==> src/rtl/priv_csr_pkg.sv <==
// Package: register numbers, window masks and bit positions shared by the
// privileged register file and its submodules.
package priv_csr_pkg;

    localparam int NUM_CSR = 17;

    // Index of each register inside the one-hot select vector
    localparam int ID_SSTATUS  = 0;
    localparam int ID_SIE      = 1;
    localparam int ID_STVEC    = 2;
    localparam int ID_SSCRATCH = 3;
    localparam int ID_SEPC     = 4;
    localparam int ID_SCAUSE   = 5;
    localparam int ID_STVAL    = 6;
    localparam int ID_SIP      = 7;
    localparam int ID_MSTATUS  = 8;
    localparam int ID_MISA     = 9;
    localparam int ID_MIE      = 10;
    localparam int ID_MTVEC    = 11;
    localparam int ID_MSCRATCH = 12;
    localparam int ID_MEPC     = 13;
    localparam int ID_MCAUSE   = 14;
    localparam int ID_MTVAL    = 15;
    localparam int ID_MIP      = 16;

    // Window masks applied to the shared machine registers
    localparam logic [31:0] STATUS_WIN_MASK = 32'h0000_0133;
    localparam logic [31:0] INT_WIN_MASK    = 32'h0000_0333;

    // Bit positions the interrupt logic decodes
    localparam int ST_MIE_BIT   = 3;
    localparam int ST_SIE_BIT   = 1;
    localparam int IRQ_MTIM_BIT = 7;
    localparam int IRQ_MEXT_BIT = 11;

    // Register number for a select index
    function automatic logic [11:0] csr_number(input int id);
        case (id)
            ID_SSTATUS:  return 12'h100;
            ID_SIE:      return 12'h104;
            ID_STVEC:    return 12'h105;
            ID_SSCRATCH: return 12'h140;
            ID_SEPC:     return 12'h141;
            ID_SCAUSE:   return 12'h142;
            ID_STVAL:    return 12'h143;
            ID_SIP:      return 12'h144;
            ID_MSTATUS:  return 12'h300;
            ID_MISA:     return 12'h301;
            ID_MIE:      return 12'h304;
            ID_MTVEC:    return 12'h305;
            ID_MSCRATCH: return 12'h340;
            ID_MEPC:     return 12'h341;
            ID_MCAUSE:   return 12'h342;
            ID_MTVAL:    return 12'h343;
            default:     return 12'h344;
        endcase
    endfunction

endpackage

==> src/rtl/priv_csr_decode.sv <==
// Address decoder: turns a 12-bit register number into a one-hot select over
// the implemented registers and a legal flag.
// Assumes every entry of csr_number() is distinct.
module priv_csr_decode
    import priv_csr_pkg::*;
#(
    parameter int ADDR_W = 12,
    parameter int NUM    = NUM_CSR
) (
    input  logic [ADDR_W-1:0] addr,
    output logic [NUM-1:0]    sel,
    output logic              legal
);

    // One comparator per implemented register
    for (genvar g = 0; g < NUM; g++) begin : g_cmp
        assign sel[g] = (addr == ADDR_W'(csr_number(g)));
    end

    // Any hit makes the access legal
    assign legal = |sel;

endmodule

==> src/rtl/priv_csr_window.sv <==
// Masked window: shows the permitted bits of a shared register and forms the
// merged value a write through the window would store.
// Assumes MASK fits in W bits.
module priv_csr_window #(
    parameter int          W    = 32,
    parameter logic [31:0] MASK = 32'h0
) (
    input  logic [W-1:0] base,
    input  logic [W-1:0] wdata,
    output logic [W-1:0] view,
    output logic [W-1:0] merged
);

    localparam logic [W-1:0] M = W'(MASK);

    // Read side hides the bits outside the mask
    assign view   = base & M;
    // Write side keeps the bits outside the mask
    assign merged = (base & ~M) | (wdata & M);

endmodule

==> src/rtl/priv_csr_irq.sv <==
// Interrupt request logic: combines the machine enable bits with the timer and
// external lines, then gates each request with the global machine enable.
// Assumes W is wide enough to hold IRQ_MEXT_BIT.
module priv_csr_irq
    import priv_csr_pkg::*;
#(
    parameter int W = 32
) (
    input  logic [W-1:0] ie_q,
    input  logic [W-1:0] status_q,
    input  logic         timer_line,
    input  logic         ext_line,
    output logic         timer_req,
    output logic         timer_take,
    output logic         ext_req,
    output logic         ext_take
);

    logic glob_en;

    // Requests and their gating by the global enable
    always_comb begin
        glob_en    = status_q[ST_MIE_BIT];
        timer_req  = ie_q[IRQ_MTIM_BIT] & timer_line;
        ext_req    = ie_q[IRQ_MEXT_BIT] & ext_line;
        timer_take = timer_req & glob_en;
        ext_take   = ext_req & glob_en;
    end

endmodule

==> src/rtl/priv_csr_file.sv <==
// Privileged register file: storage for machine and supervisor registers,
// supervisor status/enable/pending as masked windows onto machine storage,
// combinational read, write on the rising edge, illegal-number flag and
// interrupt request outputs. Synchronous active-low reset.
module priv_csr_file
    import priv_csr_pkg::*;
#(
    parameter int          XLEN        = 32,
    parameter int          ADDR_W      = 12,
    parameter logic [31:0] MTVEC_RESET = 32'h8000_0020,
    parameter logic [31:0] MISA_RESET  = 32'h4014_1100
) (
    input  logic              clk,
    input  logic              rst_n,
    input  logic [ADDR_W-1:0] csr_addr,
    input  logic              csr_we,
    input  logic [XLEN-1:0]   csr_wdata,
    output logic [XLEN-1:0]   csr_rdata,
    output logic              csr_illegal,
    input  logic              irq_timer,
    input  logic              irq_ext,
    output logic              mtimer_req,
    output logic              mtimer_take,
    output logic              mext_req,
    output logic              mext_take
);

    localparam int NWIN = 3;   // status, enable, pending windows

    logic [NUM_CSR-1:0] sel;
    logic               legal;
    logic               wr_hit;

    logic [XLEN-1:0] mstatus_q, mie_q, mip_q, mtvec_q, mcause_q, mtval_q;
    logic [XLEN-1:0] mepc_q, mscratch_q, misa_q;
    logic [XLEN-1:0] stvec_q, scause_q, stval_q, sepc_q, sscratch_q;

    logic [XLEN-1:0] win_base  [NWIN];
    logic [XLEN-1:0] win_view  [NWIN];
    logic [XLEN-1:0] win_merge [NWIN];
    logic [XLEN-1:0] rd_val    [NUM_CSR];

    priv_csr_decode #(.ADDR_W(ADDR_W), .NUM(NUM_CSR)) u_decode (
        .addr  (csr_addr),
        .sel   (sel),
        .legal (legal)
    );

    assign csr_illegal = ~legal;
    assign wr_hit      = csr_we & legal;

    assign win_base[0] = mstatus_q;
    assign win_base[1] = mie_q;
    assign win_base[2] = mip_q;

    // One masked window per shared machine register
    for (genvar w = 0; w < NWIN; w++) begin : g_win
        localparam logic [31:0] WMASK = (w == 0) ? STATUS_WIN_MASK : INT_WIN_MASK;
        priv_csr_window #(.W(XLEN), .MASK(WMASK)) u_win (
            .base   (win_base[w]),
            .wdata  (csr_wdata),
            .view   (win_view[w]),
            .merged (win_merge[w])
        );
    end

    // Read values indexed by select position
    always_comb begin
        rd_val[ID_SSTATUS]  = win_view[0];
        rd_val[ID_SIE]      = win_view[1];
        rd_val[ID_SIP]      = win_view[2];
        rd_val[ID_STVEC]    = stvec_q;
        rd_val[ID_SSCRATCH] = sscratch_q;
        rd_val[ID_SEPC]     = sepc_q;
        rd_val[ID_SCAUSE]   = scause_q;
        rd_val[ID_STVAL]    = stval_q;
        rd_val[ID_MSTATUS]  = mstatus_q;
        rd_val[ID_MISA]     = misa_q;
        rd_val[ID_MIE]      = mie_q;
        rd_val[ID_MTVEC]    = mtvec_q;
        rd_val[ID_MSCRATCH] = mscratch_q;
        rd_val[ID_MEPC]     = mepc_q;
        rd_val[ID_MCAUSE]   = mcause_q;
        rd_val[ID_MTVAL]    = mtval_q;
        rd_val[ID_MIP]      = mip_q;
    end

    // AND-OR read mux driven by the one-hot select
    always_comb begin
        csr_rdata = '0;
        for (int i = 0; i < NUM_CSR; i++) begin
            csr_rdata = csr_rdata | (rd_val[i] & {XLEN{sel[i]}});
        end
    end

    // Shared machine registers written whole or through their window
    always_ff @(posedge clk) begin
        if (!rst_n) begin
            mstatus_q <= '0;
            mie_q     <= '0;
            mip_q     <= '0;
        end else if (wr_hit) begin
            if (sel[ID_MSTATUS]) mstatus_q <= csr_wdata;
            if (sel[ID_SSTATUS]) mstatus_q <= win_merge[0];
            if (sel[ID_MIE])     mie_q     <= csr_wdata;
            if (sel[ID_SIE])     mie_q     <= win_merge[1];
            if (sel[ID_MIP])     mip_q     <= csr_wdata;
            if (sel[ID_SIP])     mip_q     <= win_merge[2];
        end
    end

    // Remaining registers take the full write value
    always_ff @(posedge clk) begin
        if (!rst_n) begin
            mtvec_q    <= XLEN'(MTVEC_RESET);
            misa_q     <= XLEN'(MISA_RESET);
            mcause_q   <= '0;
            mtval_q    <= '0;
            mepc_q     <= '0;
            mscratch_q <= '0;
            stvec_q    <= '0;
            scause_q   <= '0;
            stval_q    <= '0;
            sepc_q     <= '0;
            sscratch_q <= '0;
        end else if (wr_hit) begin
            if (sel[ID_MTVEC])    mtvec_q    <= csr_wdata;
            if (sel[ID_MISA])     misa_q     <= csr_wdata;
            if (sel[ID_MCAUSE])   mcause_q   <= csr_wdata;
            if (sel[ID_MTVAL])    mtval_q    <= csr_wdata;
            if (sel[ID_MEPC])     mepc_q     <= csr_wdata;
            if (sel[ID_MSCRATCH]) mscratch_q <= csr_wdata;
            if (sel[ID_STVEC])    stvec_q    <= csr_wdata;
            if (sel[ID_SCAUSE])   scause_q   <= csr_wdata;
            if (sel[ID_STVAL])    stval_q    <= csr_wdata;
            if (sel[ID_SEPC])     sepc_q     <= csr_wdata;
            if (sel[ID_SSCRATCH]) sscratch_q <= csr_wdata;
        end
    end

    priv_csr_irq #(.W(XLEN)) u_irq (
        .ie_q       (mie_q),
        .status_q   (mstatus_q),
        .timer_line (irq_timer),
        .ext_line   (irq_ext),
        .timer_req  (mtimer_req),
        .timer_take (mtimer_take),
        .ext_req    (mext_req),
        .ext_take   (mext_take)
    );

    // Decoder never selects two registers at once
    p_onehot_sel_r8: assert property (@(posedge clk) disable iff (!rst_n)
        $onehot0(sel));

    // Status window write leaves machine-only bits alone
    p_status_keep_r5: assert property (@(posedge clk) disable iff (!rst_n)
        (csr_we && sel[ID_SSTATUS]) |=>
        ((mstatus_q & ~XLEN'(STATUS_WIN_MASK)) == $past(mstatus_q & ~XLEN'(STATUS_WIN_MASK))));

    // Enable window write leaves machine-only bits alone
    p_enable_keep_r6: assert property (@(posedge clk) disable iff (!rst_n)
        (csr_we && sel[ID_SIE]) |=>
        ((mie_q & ~XLEN'(INT_WIN_MASK)) == $past(mie_q & ~XLEN'(INT_WIN_MASK))));

    // Full write of machine scratch stores the data unchanged
    p_full_write_r7: assert property (@(posedge clk) disable iff (!rst_n)
        (csr_we && sel[ID_MSCRATCH]) |=> (mscratch_q == $past(csr_wdata)));

    // Write to an unknown number leaves every register as it was
    p_illegal_hold_r9: assert property (@(posedge clk) disable iff (!rst_n)
        (csr_we && !legal) |=>
        $stable({mstatus_q, mie_q, mip_q, mtvec_q, mcause_q, mtval_q, mepc_q,
                 mscratch_q, misa_q, stvec_q, scause_q, stval_q, sepc_q, sscratch_q}));

endmodule

==> config.mk <==
export PLATFORM = sky130hd
export DESIGN_NAME = priv_csr_file
export DESIGN_NICKNAME = d
export VERILOG_FILES = /design/src/rtl/priv_csr_pkg.sv /design/src/rtl/priv_csr_decode.sv /design/src/rtl/priv_csr_window.sv /design/src/rtl/priv_csr_irq.sv /design/src/rtl/priv_csr_file.sv
export SDC_FILE = /design/constraint.sdc
export NUM_CORES = 1
export LEC_CHECK = 0
export BUFFER_PORTS_ARGS = -buffer_cell sky130_fd_sc_hd__buf_2
export CAP_MARGIN = 20
export CORE_AREA = 2 2 259 133
export CTS_CLUSTER_DIAMETER = 30
export DETAILED_ROUTE_END_ITERATION = 8
export DIE_AREA = 0 0 261 135
export PLACE_DENSITY = 0.8
export SLEW_MARGIN = 20
export SYNTH_ARGS = -nofsm -noshare
export SYNTH_HDL_FRONTEND = slang
export SYNTH_SLANG_ARGS = --single-unit
==> constraint.sdc <==
create_clock -name clk -period 2.7 [get_ports clk]
set_clock_uncertainty 0.15 [all_clocks]
set_input_delay 0.27 -clock clk [delete_from_list [all_inputs] [get_ports clk]]
set_output_delay 0.27 -clock clk [all_outputs]
set_load 0.03 [all_outputs]
==> metrics.cfg, run 1 <==
[timing]
hold_slack_ns=0.299
fin_ws_ns=-0.0646
setup_viol=2
tns_ns=-0.0851
min_period_ns=2.76
drv_slew=0
fin_crit_sh_pct=102
maxSlewHeadroom_pct=53.2
rsz0062_at_grt=true
hold_viol_final=0
tightest_slew_ns=0.697
fmax_mhz=362

[floorplan]
core_sq_mm=0.0328
io_pins=86
fp.dieArea_sq_mm=0.0352
num_rows=47
start_util_pct=61.8
die_x_microns=261
die_h_microns=135

[route]
vias_per_cell=6.58
dr.pass1.iters=8
antenna_left=0
route.vias.total=20300
routedWlPerCell_microns=24.6
drtIter0Drc=3360
drt_wl_total_microns=75900
drc=0

[place]
portBuffers=85
gp_congestion=1.06
dpl-instance-area_sq_mm=0.0221
hpwl_microns=49300
place_inst=2953

[layout]
layout.nets=2647
postLayoutCellArea_sq_mm=0.0242
fin_cells=3080
final_layout_size_suffix_gt1_share_pct=15.7
syn_to_final_growth_pct=19.5

[critical_path]
crit_chain=buf_2, buf_4, and3b_1, buf_4, a22oi_1, nor3_2, a41oi_1, nand4_1, clkbuf_4
r2r_setup_slack_ns=1.74
crit_required_ns=2.28
worstSetupPathType=in2out
critPathBufInv=4
worst_path_max_delay_cell=a41oi_1
critical_path_arrival_ns=2.34
path_common_cell=buf_4
critPathTopFamily=buffers and inverters
critPathLaunchType=input port
cp.depth=9
timing.rr.start=mstatus_q[3]
worstSetupEndpointType=output port
slowest_delay_ns=0.38
worst_r2r_path_depth=2
crit_fanout=7
worst_r2r_endpoint=mstatus_q[3]

[pwr]
power_density_mw_per_mm2=599
comb_power_share_pct=4.8
p_sw_mw=3.46
seq_power_share_pct=45.6
switching_share_pct=23.9
clock_power_share_pct=49.6
internal-power_mw=11.0
leakage_nw=8.59
irDropWorstVdd_mv=0.453

[global_route]
grt_usage_pct=42.5
grt_max_degree=94
antenna_found_initial=2
grt_pass1_vias=18900
overflow=0
grt_pass1_wl_microns=113000

[synthesis]
yosysWarnings=0
synth_cell_types=69
syn-cell-area_sq_mm=0.0203
synth-seq-area-share_pct=44.3
synth_cells=2482
synth_nets=2531
syn_avg_cell_area_sq_um=8.16
ys_seq_elements=448
synthFlopType=dfxtp_1
synth-edff-count=0
async_reset_ff_share_pct=0

[run]
cap_violations=0

[clocking]
clockRootBuffer=clkbuf_16
tritoncts=done
cts_made_buffers=49
clock_latency_ns=0.58
cts.path.max_buffers=3
htreeDepth=2
clk_pin_slew_ns=0.06
numClockSinks=448

[worst_hold_path]
hold_path_end=mepc_q[24]
hold_path_class=reg2reg
holdPathStages=2
hp-start=mepc_q[24]

[run_status]
violations=negative setup slack
status=finished with violations

==> layout by cell type, fill, tap and decap left out, types with 4 or more instances in the layout <==
master | Yosys | final
o2bb2ai_1 | 6 | 6
a222oi_1 | 9 | 9
clkbuf_16 | 0 | 51
buf_2 | 67 | 79
nor3_1 | 18 | 14
o2111ai_1 | 5 | 5
buf_4 | 13 | 148
a32oi_1 | 4 | 4
nand2_1 | 763 | 763
dfxtp_1 | 448 | 448
a31oi_1 | 4 | 4
nand4_1 | 24 | 24
mux2i_1 | 90 | 90
dlygate4sd3_1 | 0 | 33
o21ai_1 | 18 | 18
a21oi_1 | 26 | 26
nor3_2 | 2 | 5
inv_6 | 0 | 7
nor2b_1 | 7 | 7
a21boi_0 | 191 | 191
buf_12 | 0 | 36
nor2_1 | 49 | 49
nand3_1 | 132 | 131
a22o_1 | 13 | 13
clkinv_2 | 0 | 6
a21boi_1 | 146 | 146
o22a_1 | 4 | 4
o21ai_0 | 88 | 88
a221oi_1 | 26 | 26
and3_1 | 9 | 8
clkinvlp_4 | 0 | 8
clkinv_4 | 0 | 4
mux2_2 | 22 | 22
o22ai_1 | 22 | 22
a22oi_1 | 47 | 47
bufinv_16 | 0 | 6
nor3_4 | 3 | 4
and2_1 | 11 | 11
==> metal layers <==
layer / share of wire [%] / global-route usage, % / vias to the layer above
li1: - / - / 8812
met5: 0.099 / 1.94 / -
met3: 16 / 12.5 / 353
met2: 40 / 60.8 / 1649
met1: 38 / 58.1 / 9448
met4: 5.6 / 21.8 / 4
==> synth_stat cells, types with 6 or more instances <==
cell | n | area share [%]
a21boi_0 | 191 | 7.1
a21boi_1 | 146 | 5.4
a21oi_1 | 26 | 0.64
a221oi_1 | 26 | 1.1
a222oi_1 | 9 | 0.44
a22o_1 | 13 | 0.56
a22oi_1 | 47 | 1.7
and2_1 | 11 | 0.34
and3_1 | 9 | 0.28
buf_1 | 16 | 0.30
buf_2 | 67 | 1.7
buf_4 | 13 | 0.48
buf_6 | 8 | 0.44
clkbuf_1 | 128 | 2.4
dfxtp_1 | 448 | 44
mux2_2 | 22 | 1.2
mux2i_1 | 90 | 4.4
nand2_1 | 763 | 14
nand3_1 | 132 | 3.3
nand4_1 | 24 | 0.74
nor2_1 | 49 | 0.91
nor2b_1 | 7 | 0.22
nor3_1 | 18 | 0.44
o21ai_0 | 88 | 2.2
o21ai_1 | 18 | 0.44
o22ai_1 | 22 | 0.68
o2bb2ai_1 | 6 | 0.26
==> sequential cells by signal (all words and copies together), names as in the netlist <==
register    cells
mcause_q       32
stval_q        32
stvec_q        32
mtval_q        32
mip_q          32
mie_q          32
sscratch_q     32
mstatus_q      32
misa_q         32
scause_q       32
sepc_q         32
mepc_q         32
mscratch_q     32
mtvec_q        32
==> area by class of cell <==
type / count / area [sq um]
clock buffers: 57 / 1330
well taps: 441 / 552
clock inverters: 34 / 405
flip-flops and latches: 448 / 8970
repair buffers: 302 / 2620
multi-input cells: 1794 / 10300
diodes: 1 / 2.50
inverters: 3 / 11.3
fillers: 2445 / 8590
==> kinds of logic (layout without fill, tap and decap cells) <==
kind of cell	Yosys count	after routing	share of synthesized area [%]
AND/OR/NAND/NOR	1055	1055	22.5
buffers and inverters	240	396	5.43
multiplexers	113	113	5.78
flip-flops	448	448	44.3
other	0	1	0
AO/OA/AOI/OAI	626	626	22.0
==> worst max path at each step <==
| stage | start | endpoint | slack [ns] |
|---|---|---|---|
| after detailed placement | csr_addr[7] | csr_rdata[11] | -0.06 |
| after CTS | csr_addr[10] | csr_rdata[22] | 0.0003 |
| after global placement | csr_addr[7] | csr_rdata[11] | -0.07 |
| after floorplan | csr_addr[1] | csr_rdata[4] | 0.05 |
| final | csr_addr[1] | csr_rdata[22] | -0.06 |
| after global routing | csr_addr[3] | csr_rdata[27] | -0.02 |
==> worst min-delay path: stages (launching register included) <==
cell      delay, ns
dfxtp_1        0.31
nand2_1        0.05
a21boi_1       0.05
==> power groups by stage <==
stage / sequential [mW] / clock (mW) / combinational, mW
2_1_floorplan: 6.76 / 0 / 0.379
3_3_place_gp: 6.76 / 0 / 0.621
3_5_place_dp: 6.76 / 0 / 0.622
4_1_cts: 6.61 / 7.16 / 0.662
5_1_grt: 6.60 / 7.42 / 0.713
6_report: 6.61 / 7.19 / 0.697
==> timing repair <==
item / CTS / global route
buffers inserted: 0 / 2
pin swaps: 1 / 2
endpoints found under the hold margin: 429 / 0
gates resized for setup: 3 / 12
hold buffers: 33 / 0
endpoints found under the setup margin: 3 / 17
==> metrics by stage <==
stage / utilization (%) / power (mW) / setup slack, ns
after floorplan: - / 7.14 / 0.0518
after global placement: 67.3 / 7.38 / -0.0678
after CTS: 73.6 / 14.4 / 0.000277
final: 73.8 / 14.5 / -0.0646
after detailed placement: 67.3 / 7.38 / -0.0559
after global routing: 73.8 / 14.7 / -0.0204
Power figures use the tool's default switching activity.
==> run 2, diff against run 1 <==
--- a/config.mk
+++ b/config.mk
@@ -11,7 +11,7 @@
 export CTS_CLUSTER_DIAMETER = 30
 export DETAILED_ROUTE_END_ITERATION = 8
 export DIE_AREA = 0 0 261 135
-export PLACE_DENSITY = 0.8
+export PLACE_DENSITY_LB_ADDON = 0.1
 export SLEW_MARGIN = 20
 export SYNTH_ARGS = -nofsm -noshare
 export SYNTH_HDL_FRONTEND = slang
==> run 2 against run 1 <==
Against the previous run:
- the run still ends with negative setup slack left
- die area did not move
- wire length rose by 3.3%
- setup slack improved by 0.037 ns
- total power rose by 0.58%
- critical path depth rose by 1
- register-to-register slack improved by 0.06 ns
- clock-buffer cell count rose by 3
- critical path type unchanged
- highest routed layer is now met4
==> metrics.cfg, run 2 (synthesized netlist as in run 1, its figures left out) <==
[run_status]
status=finished with violations
violations=negative setup slack

[critical_path]
crit_fanout=9
worstSetupPathType=in2out
crit_chain=buf_2, buf_12, or3_4, buf_4, nor3_1, buf_4, a221oi_1, buf_4, nand4_1, buf_2
critical_path_arrival_ns=2.31
slowest_delay_ns=0.48
critPathLaunchType=input port
worst_path_max_delay_cell=or3_4
path_common_cell=buf_4
crit_required_ns=2.28
worstSetupEndpointType=output port

[place]
pre_cts_slack_ns=-0.0789
portBuffers=85
hpwl_microns=51100
gp_congestion=1.02
place_inst=2970
dpl-instance-area_sq_mm=0.0222

[pwr]
comb_power_share_pct=5.1
seq_power_share_pct=45.3
clock_power_share_pct=49.6
leakage_nw=8.74
p_sw_mw=3.47
total_power_mw=14.6
switching_share_pct=23.8
irDropWorstVdd_mv=0.468
internal-power_mw=11.1
power_density_mw_per_mm2=596

[floorplan]
fp.dieArea_sq_mm=0.0352
io_pins=86
num_rows=47
start_util_pct=61.8
die_x_microns=261
core_sq_mm=0.0328
die_h_microns=135

[layout]
fill_cells=2495
fin_cells=3094
area.sequential_sq_mm=0.00897
most-common-layout-cells=nand2_1 (763), dfxtp_1 (448), a21boi_0 (191)
syn_to_final_growth_pct=20.8
multi_input_area_sq_mm=0.0104
layout.nets=2663
layout_commonest_cell=nand2_1
final_layout_size_suffix_gt1_share_pct=16.7
postLayoutCellArea_sq_mm=0.0245
postLayoutCoreUtil_pct=74.6

[route]
drc=0
vias_per_cell=6.46
drt_wl_total_microns=78400
routedWlPerCell_microns=25.3
antenna_left=0
drtIter0Drc=3109
dr.pass1.iters=9
route.vias.total=20000

[global_route]
grt_pass1_vias=18300
grt_usage_pct=43.8
overflow=0
antenna_found_initial=2
grt_pass1_wl_microns=115000
grt_max_degree=94

[timing]
fin_ws_ns=-0.0275
min_period_ns=2.73
rsz0062_at_grt=true
maxSlewHeadroom_pct=49.8
setup_viol=1
fin_crit_sh_pct=101
hold_viol_final=0
tightest_slew_ns=0.753
fmax_mhz=367
drv_slew=0
tns_ns=-0.0275
hold_slack_ns=0.208

[clocking]
htreeDepth=2
clk_pin_slew_ns=0.06
post_cts_buffers=0
tritoncts=done
clock_latency_ns=0.57
cts_made_buffers=49
clockRootBuffer=clkbuf_16
cts.path.max_buffers=3
numClockSinks=448

[run]
cap_violations=0

[worst_hold_path]
hold_path_class=in2reg

[run 2: changes by cell type in the layout (fill, tap and decap cells not counted), sizes merged]
| cell | before | now |
|---|---|---|
| inv | 11 | 12 |
| clkinv | 12 | 6 |
| clkbuf | 60 | 65 |
| buf | 266 | 280 |
[run 2: routing by layer]
layer | global-route usage [%] | wire length, microns | vias to the layer above | share of wire, %
li1 | - | - | 8848 | -
met1 | 59.4 | 30400 | 9332 | 39
met2 | 64.5 | 32200 | 1500 | 41
met3 | 14.0 | 12000 | 306 | 15
met4 | 18.2 | 3870 | 0 | 4.9
met5 | 0 | 0 | - | 0
[run 2: critical path, delay by kind of cell]
kind	cells	cell delay, ns
buffers and inverters	6	1.07
AO/OA/AOI/OAI	1	0.07
AND/OR/NAND/NOR	3	0.88
[run 2: path summary, 6_finish.rpt]
kind                             startpoint            end  slack [ns]  depth (start not counted)
worst max-delay path            csr_addr[3]  csr_rdata[27]       -0.03                         10
worst min register to register   mepc_q[20]     mepc_q[20]        0.30                          2
worst min-delay path                 csr_we   mstatus_q[0]        0.21                          3
worst max register to register    mie_q[11]      mie_q[11]        1.80                          2
[run 2: layout make-up]
| type | instances | area share, % |
|---|---|---|
| Antenna cell | 1 | 0.0102 |
| Clock buffer | 60 | 5.56 |
| Clock inverter | 29 | 1.54 |
| Inverter | 3 | 0.0613 |
| Multi-Input combinational cell | 1794 | 42.6 |
| Sequential cell | 448 | 36.6 |
| Tap cell | 441 | 2.25 |
| Timing Repair Buffer | 318 | 11.3 |
[run 2: power groups by stage]
stage	Combinational, mW	Sequential (mW)	Clock [mW]
floorplan	0.379	6.76	0
global placement	0.655	6.76	0
detailed placement	0.655	6.76	0
CTS	0.695	6.61	7.20
global route	0.763	6.60	7.51
finish	0.746	6.61	7.23
[run 2: what timing repair did]
item,4_1_cts,5_1_grt
setup endpoints to repair,8,26
resized for setup,7,35
pin swaps,0,3
cloned,0,1
endpoints found under the hold margin,407,0
hold buffers,33,0
